### src/rtl/udb_pkg.sv
`timescale 1ns/1ps
package udb_pkg;
    localparam int DW = 8;

    typedef struct packed {
        logic [DW-1:0] data;
        logic          fe;
        logic          pe;
        logic          dor;
    } rx_ent_t;

    // code 0..3 selects 5..8 significant bits
    function automatic logic [DW-1:0] size_mask(input logic [1:0] code);
        return {DW{1'b1}} >> (2'd3 - code);
    endfunction
endpackage

### src/rtl/udb_tx_hold.sv
`timescale 1ns/1ps
module udb_tx_hold
    import udb_pkg::*;
(
    input  logic          clk,
    input  logic          rst_n,
    input  logic          wr,
    input  logic [DW-1:0] wdata,
    input  logic [1:0]    char_size,
    input  logic          tx_en,
    input  logic          tx_busy,
    input  logic          tx_done,
    input  logic          txc_clr,
    output logic          tx_load,
    output logic [DW-1:0] tx_data,
    output logic          empty,
    output logic          txc
);
    typedef struct packed {
        logic          full;
        logic          txc;
        logic [DW-1:0] data;
    } hold_t;

    hold_t hold_d, hold_q;

    always_comb begin
        hold_d  = hold_q;
        tx_load = tx_en && !tx_busy && hold_q.full;
        if (tx_load) begin
            hold_d.full = 1'b0;
        end else if (wr && !hold_q.full) begin
            hold_d.full = 1'b1;
            hold_d.data = wdata & size_mask(char_size);
        end
        if (tx_done && !hold_q.full) begin
            hold_d.txc = 1'b1;
        end else if (txc_clr) begin
            hold_d.txc = 1'b0;
        end
    end

    always_ff @(posedge clk or negedge rst_n) begin
        if (!rst_n) begin
            hold_q <= '0;
        end else begin
            hold_q <= hold_d;
        end
    end

    assign tx_data = hold_q.data;
    assign empty   = !hold_q.full;
    assign txc     = hold_q.txc;
endmodule

### src/rtl/udb_rx_fifo.sv
`timescale 1ns/1ps
module udb_rx_fifo
    import udb_pkg::*;
#(
    parameter int DEPTH = 2
) (
    input  logic          clk,
    input  logic          rst_n,
    input  logic          flush,
    input  logic          push,
    input  logic [DW-1:0] push_char,
    input  logic          push_fe,
    input  logic          push_pe,
    input  logic [1:0]    char_size,
    input  logic          pop,
    output rx_ent_t       head,
    output logic          nonempty
);
    localparam int PW = (DEPTH > 2) ? $clog2(DEPTH) : 1;
    localparam int CW = $clog2(DEPTH + 1);
    localparam logic [PW-1:0] LAST = PW'(DEPTH - 1);
    localparam logic [CW-1:0] FULL = CW'(DEPTH);

    typedef struct packed {
        rx_ent_t [DEPTH-1:0] mem;
        logic [PW-1:0]       rd;
        logic [PW-1:0]       wr;
        logic [CW-1:0]       cnt;
    } fifo_t;

    fifo_t fifo_d, fifo_q;
    logic  pop_ok;
    logic  is_full;

    function automatic logic [PW-1:0] step(input logic [PW-1:0] p);
        return (p == LAST) ? '0 : p + 1'b1;
    endfunction

    always_comb begin
        fifo_d  = fifo_q;
        is_full = (fifo_q.cnt == FULL);
        pop_ok  = pop && (fifo_q.cnt != '0);
        if (flush) begin
            fifo_d.rd  = '0;
            fifo_d.wr  = '0;
            fifo_d.cnt = '0;
        end else begin
            if (pop_ok) begin
                fifo_d.rd  = step(fifo_q.rd);
                fifo_d.cnt = fifo_d.cnt - 1'b1;
            end
            if (push) begin
                if (!is_full || pop_ok) begin
                    fifo_d.mem[fifo_q.wr].data = push_char & size_mask(char_size);
                    fifo_d.mem[fifo_q.wr].fe   = push_fe;
                    fifo_d.mem[fifo_q.wr].pe   = push_pe;
                    fifo_d.mem[fifo_q.wr].dor  = 1'b0;
                    fifo_d.wr  = step(fifo_q.wr);
                    fifo_d.cnt = fifo_d.cnt + 1'b1;
                end else begin
                    fifo_d.mem[fifo_q.rd].dor = 1'b1;
                end
            end
        end
    end

    always_ff @(posedge clk or negedge rst_n) begin
        if (!rst_n) begin
            fifo_q <= '0;
        end else begin
            fifo_q <= fifo_d;
        end
    end

    assign nonempty = (fifo_q.cnt != '0);
    assign head     = nonempty ? fifo_q.mem[fifo_q.rd] : '0;
endmodule

### src/rtl/udb_status.sv
`timescale 1ns/1ps
module udb_status
    import udb_pkg::*;
(
    input  logic    clk,
    input  logic    rst_n,
    input  logic    stat_wr,
    input  logic [7:0] stat_wdata,
    input  logic    rxc,
    input  logic    txc,
    input  logic    udre,
    input  rx_ent_t head,
    output logic    txc_clr,
    output logic [7:0] stat_rdata
);
    typedef struct packed {
        logic dbl;
        logic mpm;
    } ctl_t;

    ctl_t ctl_d, ctl_q;

    always_comb begin
        ctl_d = ctl_q;
        if (stat_wr) begin
            ctl_d.dbl = stat_wdata[1];
            ctl_d.mpm = stat_wdata[0];
        end
        txc_clr = stat_wr && stat_wdata[6];
    end

    always_ff @(posedge clk or negedge rst_n) begin
        if (!rst_n) begin
            ctl_q <= '0;
        end else begin
            ctl_q <= ctl_d;
        end
    end

    // bit order is decoded by software: keep it fixed
    assign stat_rdata = {rxc, txc, udre, head.fe, head.dor, head.pe, ctl_q.dbl, ctl_q.mpm};
endmodule

### src/rtl/uart_dbuf_front.sv
`timescale 1ns/1ps
module uart_dbuf_front
    import udb_pkg::*;
#(
    parameter int RX_DEPTH = 2
) (
    input  logic       clk,
    input  logic       rst_n,
    input  logic       bus_wr,
    input  logic       bus_rd,
    input  logic [7:0] bus_wdata,
    output logic [7:0] bus_rdata,
    input  logic       stat_wr,
    input  logic [7:0] stat_wdata,
    output logic [7:0] stat_rdata,
    input  logic [1:0] char_size,
    input  logic       tx_en,
    input  logic       rx_en,
    input  logic       rxc_ie,
    output logic       irq,
    input  logic       tx_busy,
    input  logic       tx_done,
    output logic       tx_load,
    output logic [7:0] tx_data,
    input  logic       rx_push,
    input  logic [7:0] rx_char,
    input  logic       rx_fe,
    input  logic       rx_pe
);
    rx_ent_t head;
    logic    rxc;
    logic    udre;
    logic    txc;
    logic    txc_clr;

    udb_tx_hold i_tx_hold (
        .clk       (clk),
        .rst_n     (rst_n),
        .wr        (bus_wr),
        .wdata     (bus_wdata),
        .char_size (char_size),
        .tx_en     (tx_en),
        .tx_busy   (tx_busy),
        .tx_done   (tx_done),
        .txc_clr   (txc_clr),
        .tx_load   (tx_load),
        .tx_data   (tx_data),
        .empty     (udre),
        .txc       (txc)
    );

    udb_rx_fifo #(.DEPTH(RX_DEPTH)) i_rx_fifo (
        .clk       (clk),
        .rst_n     (rst_n),
        .flush     (!rx_en),
        .push      (rx_push && rx_en),
        .push_char (rx_char),
        .push_fe   (rx_fe),
        .push_pe   (rx_pe),
        .char_size (char_size),
        .pop       (bus_rd),
        .head      (head),
        .nonempty  (rxc)
    );

    udb_status i_status (
        .clk        (clk),
        .rst_n      (rst_n),
        .stat_wr    (stat_wr),
        .stat_wdata (stat_wdata),
        .rxc        (rxc),
        .txc        (txc),
        .udre       (udre),
        .head       (head),
        .txc_clr    (txc_clr),
        .stat_rdata (stat_rdata)
    );

    assign bus_rdata = head.data;
    assign irq       = rxc && rxc_ie;
endmodule

### config.mk
export PLATFORM = sky130hd
export DESIGN_NAME = uart_dbuf_front
export DESIGN_NICKNAME = d
export VERILOG_FILES = /design/src/rtl/udb_pkg.sv /design/src/rtl/udb_tx_hold.sv /design/src/rtl/udb_rx_fifo.sv /design/src/rtl/udb_status.sv /design/src/rtl/uart_dbuf_front.sv
export SDC_FILE = /design/constraint.sdc
export NUM_CORES = 1
export LEC_CHECK = 0
export BUFFER_PORTS_ARGS = -buffer_cell sky130_fd_sc_hd__buf_2
export CAP_MARGIN = 0
export CELL_PAD_IN_SITES_DETAIL_PLACEMENT = 0
export CELL_PAD_IN_SITES_GLOBAL_PLACEMENT = 1
export CORE_UTILIZATION = 39
export CTS_BUF_LIST = sky130_fd_sc_hd__clkbuf_8
export CTS_CLUSTER_DIAMETER = 60
export CTS_CLUSTER_SIZE = 20
export DETAILED_ROUTE_END_ITERATION = 12
export GPL_TIMING_DRIVEN = 1
export PLACE_DENSITY = 0.93
export SLEW_MARGIN = 20
export SYNTH_ARGS = -nofsm -noshare
export SYNTH_HDL_FRONTEND = slang
export SYNTH_SLANG_ARGS = --single-unit
### constraint.sdc
create_clock -name clk -period 2.3 [get_ports clk]
set_input_delay 0 -clock clk [delete_from_list [all_inputs] [get_ports clk]]
set_output_delay 0 -clock clk [all_outputs]
set_load 0.02 [all_outputs]
# Yosys cells after proc, flatten, opt, wreduce, memory -nomap -nowiden
# Cells that the tools add are included.
word_totals:
  in_bits: 39
  memories: 0
  register_bits: 38
  latch_bits: 0
  elab_cells: 84
  ramBits: 0
  mem_bits_ro: 0
  out_inout_bits: 26
op_classes:
  n_addsub: 5
  n_lt_le_gt_ge: 4
  shift: 1
  div: 0
  n_reduce_logical: 20
  multipliers: 0
  mux: 31
  n_eq_ne: 4
  bitwise_logic: 3
ops:
  columns: ["operator", "count"]
  rows:
  - ["$bwmux 22", 5]
  - ["$demux 11 s1", 5]
  - ["$mux 11", 4]
  - ["$mux 22", 1]
  - ["$and 8x8->8", 2]
  - ["$logic_and 1x1->1", 10]
  - ["$mux 1", 9]
  - ["$mux 3", 3]
  - ["$shr 8x2->8 const A", 1]
  - ["$mux 2", 3]
  - ["$ne 2x1->1 const B", 3]
  - ["$reduce_and 2->1", 3]
  - ["$reduce_bool 2->1", 3]
  - ["$lt 1x2->1 const B", 2]
  - ["$mux 4", 1]
  - ["$logic_not 1->1", 3]
  - ["$add 1x1->1 const B", 2]
  - ["$add 2x1->2 const B", 1]
  - ["$eq 2x2->1 const B", 1]
  - ["$ge 1x1->1 const B", 2]
  - ["$sub 2x1->2 const B", 1]
  - ["$sub 2x2->2 const A", 1]
  - ["$logic_or 1x1->1", 1]
  - ["$not 1->1", 1]

# Logic depth before layout (Yosys ltp)
logic_depth:
  depth_word: 9
  mapped_depth: 8
  ltp_nobuf: 6

# Cells and area by module
# A second synthesis with hierarchy kept.
hier_totals:
  hier_cells: 171
  area_unflattened_um2: 1960.6
by_module_without_submodules:
  columns: ["mod", "seq_area_each_um2", "cells_per_inst", "n_inst", "area_per_inst_um2"]
  rows:
  - ["udb_rx_fifo", 650.6, 118, 1, 1323.8]
  - ["udb_tx_hold", 250.2, 39, 1, 495.5]
  - ["udb_status", 50.0, 11, 1, 125.1]
  - ["uart_dbuf_front", 0.0, 3, 1, 16.3]

# Worst setup path after synthesis
# Ideal clock, no wire load.
synth_path:
  path_type: "reg-to-reg"
  start: "register i_rx_fifo.fifo_q[0] (netlist bit)"
  end: "register i_rx_fifo.fifo_q[16] (netlist bit)"
  required_time_ns: 2.175
  setup_time_ns: 0.125
  path_buffers: 2
  t_arrival_ns: 1.688
  slack_ns: 0.487
  synth_period_minus_slack_ns: 1.813
  stages_incl_launch_ff: 8
  path_cell_list: "dfrtp_1 -> inv_1 -> ha_1 -> nand2b_4 -> buf_6 -> a211o_4 -> buf_6 -> mux2_4"
synth_between:
  elab_chain_len: 4
  elab_cells_between_ends: 6
  classes_between: "eq/ne: 1; mux: 1; reduce/logical: 4"
synth_lines:
  columns: ["item", "line_no", "source"]
  rows:
  - ["start, declared", "udb_rx_fifo.sv:31", "fifo_t fifo_d, fifo_q;"]
  - ["start signal, assigned", "udb_rx_fifo.sv:71", "fifo_q <= fifo_d;"]
  - ["$eq 2x2->1 / $reduce_bool 2->1 (equally long branches)", "udb_rx_fifo.sv:41, udb_rx_fifo.sv:42", null]
  - ["$logic_not 1->1 / $logic_and 1x1->1 (equally long branches)", "udb_rx_fifo.sv:53, udb_rx_fifo.sv:42", null]
  - ["$logic_or 1x1->1 (*)", "udb_rx_fifo.sv:53", "if (!is_full || pop_ok) begin"]
  - ["$mux 22 (*)", "udb_rx_fifo.sv:53", null]
# Every way passes the cells marked *; elsewhere a longest branch is shown, timed or not.
# A chain may end at the register's enable or synchronous reset.

# Worst setup path after layout
# Ends and elaborated chain as after synthesis.

==> summary.txt <==
final layout net count = 297
# rows = 24
final hold violation count = 0
dpl ws = 0.573 ns
net load switching power = 840 uW
worst endpoint required time = 2.48 ns
total CTS buffers = 5
gpl congestion = 0.756
normalized max-slew margin = 45.1%
CTS resizes = 0
Fin Setup TNS = 0 ns
vias in the first global route = 1505
Die H = 71.2 um
Worst Hold Launch = rx_char[7]
Clock Latency Late Sink = 0.29 ns
WHS Endpoint = i_rx_fifo.fifo_q[25]$_DFFE_PN0P_
Vias = 1486
clock sink count = 38
Top delay family on crit path = compound AO/OA/AOI/OAI gates
All-Layer GR Usage = 16.7%
Syn. warnings = 0
worst vdd ir = 0.548 mV
Syn Inst Count = 181
FF+latch count, synth = 38
cell count after placement = 276
reg2reg start = i_rx_fifo.fifo_q[0]$_DFF_PN0_
slowest cell delay on critical path = 0.44 ns
Final Hold Slack = 0.00235 ns
CTS root buffer = clkbuf_8
Distinct cells, synth = 26
hold path cells = 3
Register Area = 951 um^2
failing checks = DRC
DR vias/cell = 4.82
WP depth = 5
combinational power share = 35.4%
commonest non-fill, non-tap cell in the layout = buf_2
CP startpoint kind = flop
CORE AREA = 4470 um^2
CP arrival = 1.90 ns
largest family of logic cells by synthesized area = multiplexers
drt initial violations = 69
Max-Cap Viols = 0
clock buffer depth = 2
internal power = 1.65 mW
fmax = 579 MHz
Crit Path Class = reg2reg
detailed-route wire length = 3830 um
power share of the clock group = 23.0%
Hold WC Path Type = in2reg
outcome = complete, but fails checks
Post-DP HPWL = 2570 um
CTS tree = built
Reg2Reg Capture Point = i_rx_fifo.fifo_q[16]$_DFFE_PN0P_
Post-Synth Adder-Cell Area = 1.34%
Period Utilization, post-route = 75.1%
area added between synthesis and finish = 32.8%
RSZ-0062 raised after global routing = false
Post-CTS Setup Inserts = 0
boundary pin count = 65
leakage power = 1.26 nW
Reg clk slew, reported paths = 0.07 ns
Final setup viols = 0
Final Slew Violations = 0
Compound-Gate Fraction of Synth Area = 8.04%
CP max FO = 13
Layout fillers = 398
CTS Hold Buffers Added = 25
global route overflow = 0
CP max-delay cell = a211o_4
most frequent cells in the layout = buf_2 (59), nand2_1 (39), dfrtp_1 (38)
syn_nets = 222
Ant. Diodes = 0
largest net degree at the start of global routing = 39
initial antenna violation count = 0
Reg power frac = 41.6%
register area share after synthesis = 50.9%
PwrDens = 1000 nW/um^2
Post-Layout Cell Count = 308
clk_skew = 0.00457 ns
Mapped Avg Cell Area = 10.3 um^2
mux cell area share after synthesis = 16.8%
crit end category = flop
Port-buffer cells = 59
Worst Setup Slack, final = 0.572 ns
minimum clock period = 1.73 ns
actual slew at the worst max-slew pin = 0.824 ns
H-tree Lvls = 2
DRC errors left = 3
Die Span X = 71.2 um
Pre-Repair DR Iteration Count = 8
multi-input logic area = 772 um^2
Synth Cell Area = 1870 um^2
DRT antenna net count = 0
area fraction in and, or, nand and nor cells after synthesis = 14.3%
CP cell instances = inv_1, ha_1, nand2b_4, a211o_4, mux2_4
R2R cell count = 5
WL/cell = 12.4 um
first-pass GRT wire length = 6460 um
Die ar. = 5070 um^2
CP bufs+invs = 1
Final Util = 55.4%
xor and xnor fraction of the mapped netlist area = 0.938%
Starting Density = 41.7%
share of cells above drive strength 1 = 32.8%
Net Sw Frac = 33.8%
R2R setup slack = 0.57 ns
==> layout make-up <==
cell class / count / share of cell area [%]
inverter: 5 / 0.757
multi-input combinational: 120 / 31.1
clock buffer: 6 / 3.33
sequential: 38 / 38.3
clock inverter: 1 / 1.21
tap: 52 / 2.62
timing repair buffer: 86 / 22.6
==> worst register-to-register path, delay by kind of cell, from the launching register on <==
kind,cells,cell delay [ns]
fa+ha+maj,1,0.23
mux,1,0.32
flops,1,0.35
compound gates,1,0.44
simple gates,1,0.19
buf+inv,1,0.10
==> power groups by stage <==
stage,clock network [mW],registers (mW),logic [mW]
4_1_cts,0.583,1.04,0.892
2_1_floorplan,0,0.990,0.709
3_3_place_gp,0,1.04,0.830
6_report,0.573,1.03,0.881
5_1_grt,0.612,1.07,0.972
3_5_place_dp,0,1.05,0.856
==> cells by family (layout without fill, tap and decap cells) <==
kind of cell               after synthesis  count (layout)
adders and majority gates                2               2
DFF                                     38              38
buffers and inverters                   23              98
xor gates and xnor gates                 2               2
AOI/OAI and AO/OA                       24              24
and+or+nand+nor                         64              64
muxes                                   28              28
==> worst max path at each step <==
stage	start	endpoint	slack, ns
6_report	i_rx_fifo.fifo_q[0]$_DFF_PN0_	i_rx_fifo.fifo_q[16]$_DFFE_PN0P_	0.57
5_1_grt	i_rx_fifo.fifo_q[0]$_DFF_PN0_	i_rx_fifo.fifo_q[12]$_DFFE_PN0P_	0.47
4_1_cts	i_rx_fifo.fifo_q[0]$_DFF_PN0_	i_rx_fifo.fifo_q[16]$_DFFE_PN0P_	0.57
3_5_place_dp	i_rx_fifo.fifo_q[0]$_DFF_PN0_	i_rx_fifo.fifo_q[17]$_DFFE_PN0P_	0.57
3_3_place_gp	i_rx_fifo.fifo_q[0]$_DFF_PN0_	i_rx_fifo.fifo_q[21]$_DFFE_PN0P_	0.60
2_1_floorplan	i_rx_fifo.fifo_q[0]$_DFF_PN0_	i_rx_fifo.fifo_q[16]$_DFFE_PN0P_	0.49
==> state kept, by name (all words and copies together), names as in the netlist <==
name,flops
i_rx_fifo.fifo_q,26
i_tx_hold.tx_data,8
i_status.stat_rdata,2
i_tx_hold.hold_q,1
i_tx_hold.txc,1
==> cell usage after synthesis <==
library cell | count | area [um^2]
and2_1 | 3 | 18.8
mux2_4 | 4 | 60.1
nor3b_1 | 1 | 7.51
a21boi_0 | 1 | 7.51
a21oi_1 | 2 | 10.0
a211o_1 | 1 | 8.76
a22o_1 | 1 | 8.76
xnor2_1 | 2 | 17.5
a211oi_1 | 1 | 7.51
nand3_1 | 2 | 10.0
ha_1 | 2 | 25.0
clkbuf_1 | 4 | 15.0
buf_4 | 11 | 82.6
o21ai_0 | 16 | 80.1
nor2_1 | 17 | 63.8
nor2b_1 | 1 | 6.26
o311a_1 | 1 | 10.0
dfrtp_1 | 38 | 951
nand2b_4 | 1 | 13.8
a211o_4 | 1 | 17.5
mux2i_1 | 14 | 140
nand2_1 | 39 | 146
buf_6 | 2 | 22.5
buf_2 | 1 | 5.00
inv_1 | 5 | 18.8
mux2_2 | 10 | 113
==> layer usage <==
metal,global-route usage (%),up-vias,part of all wire (%)
met1,19.2,694,45
met3,4.42,7,4.4
met5,0,-,0
met2,30.4,47,50
met4,4.67,0,1.0
li1,-,738,-
==> per-stage QoR <==
step / power, mW / area (um^2)
after floorplan: 1.70 / 1870
after global placement: 1.87 / 2120
after detailed placement: 1.90 / 2120
after CTS: 2.51 / 2480
after global routing: 2.65 / 2480
final: 2.49 / 2480
Note: power is estimated with default switching activity, not from simulation.
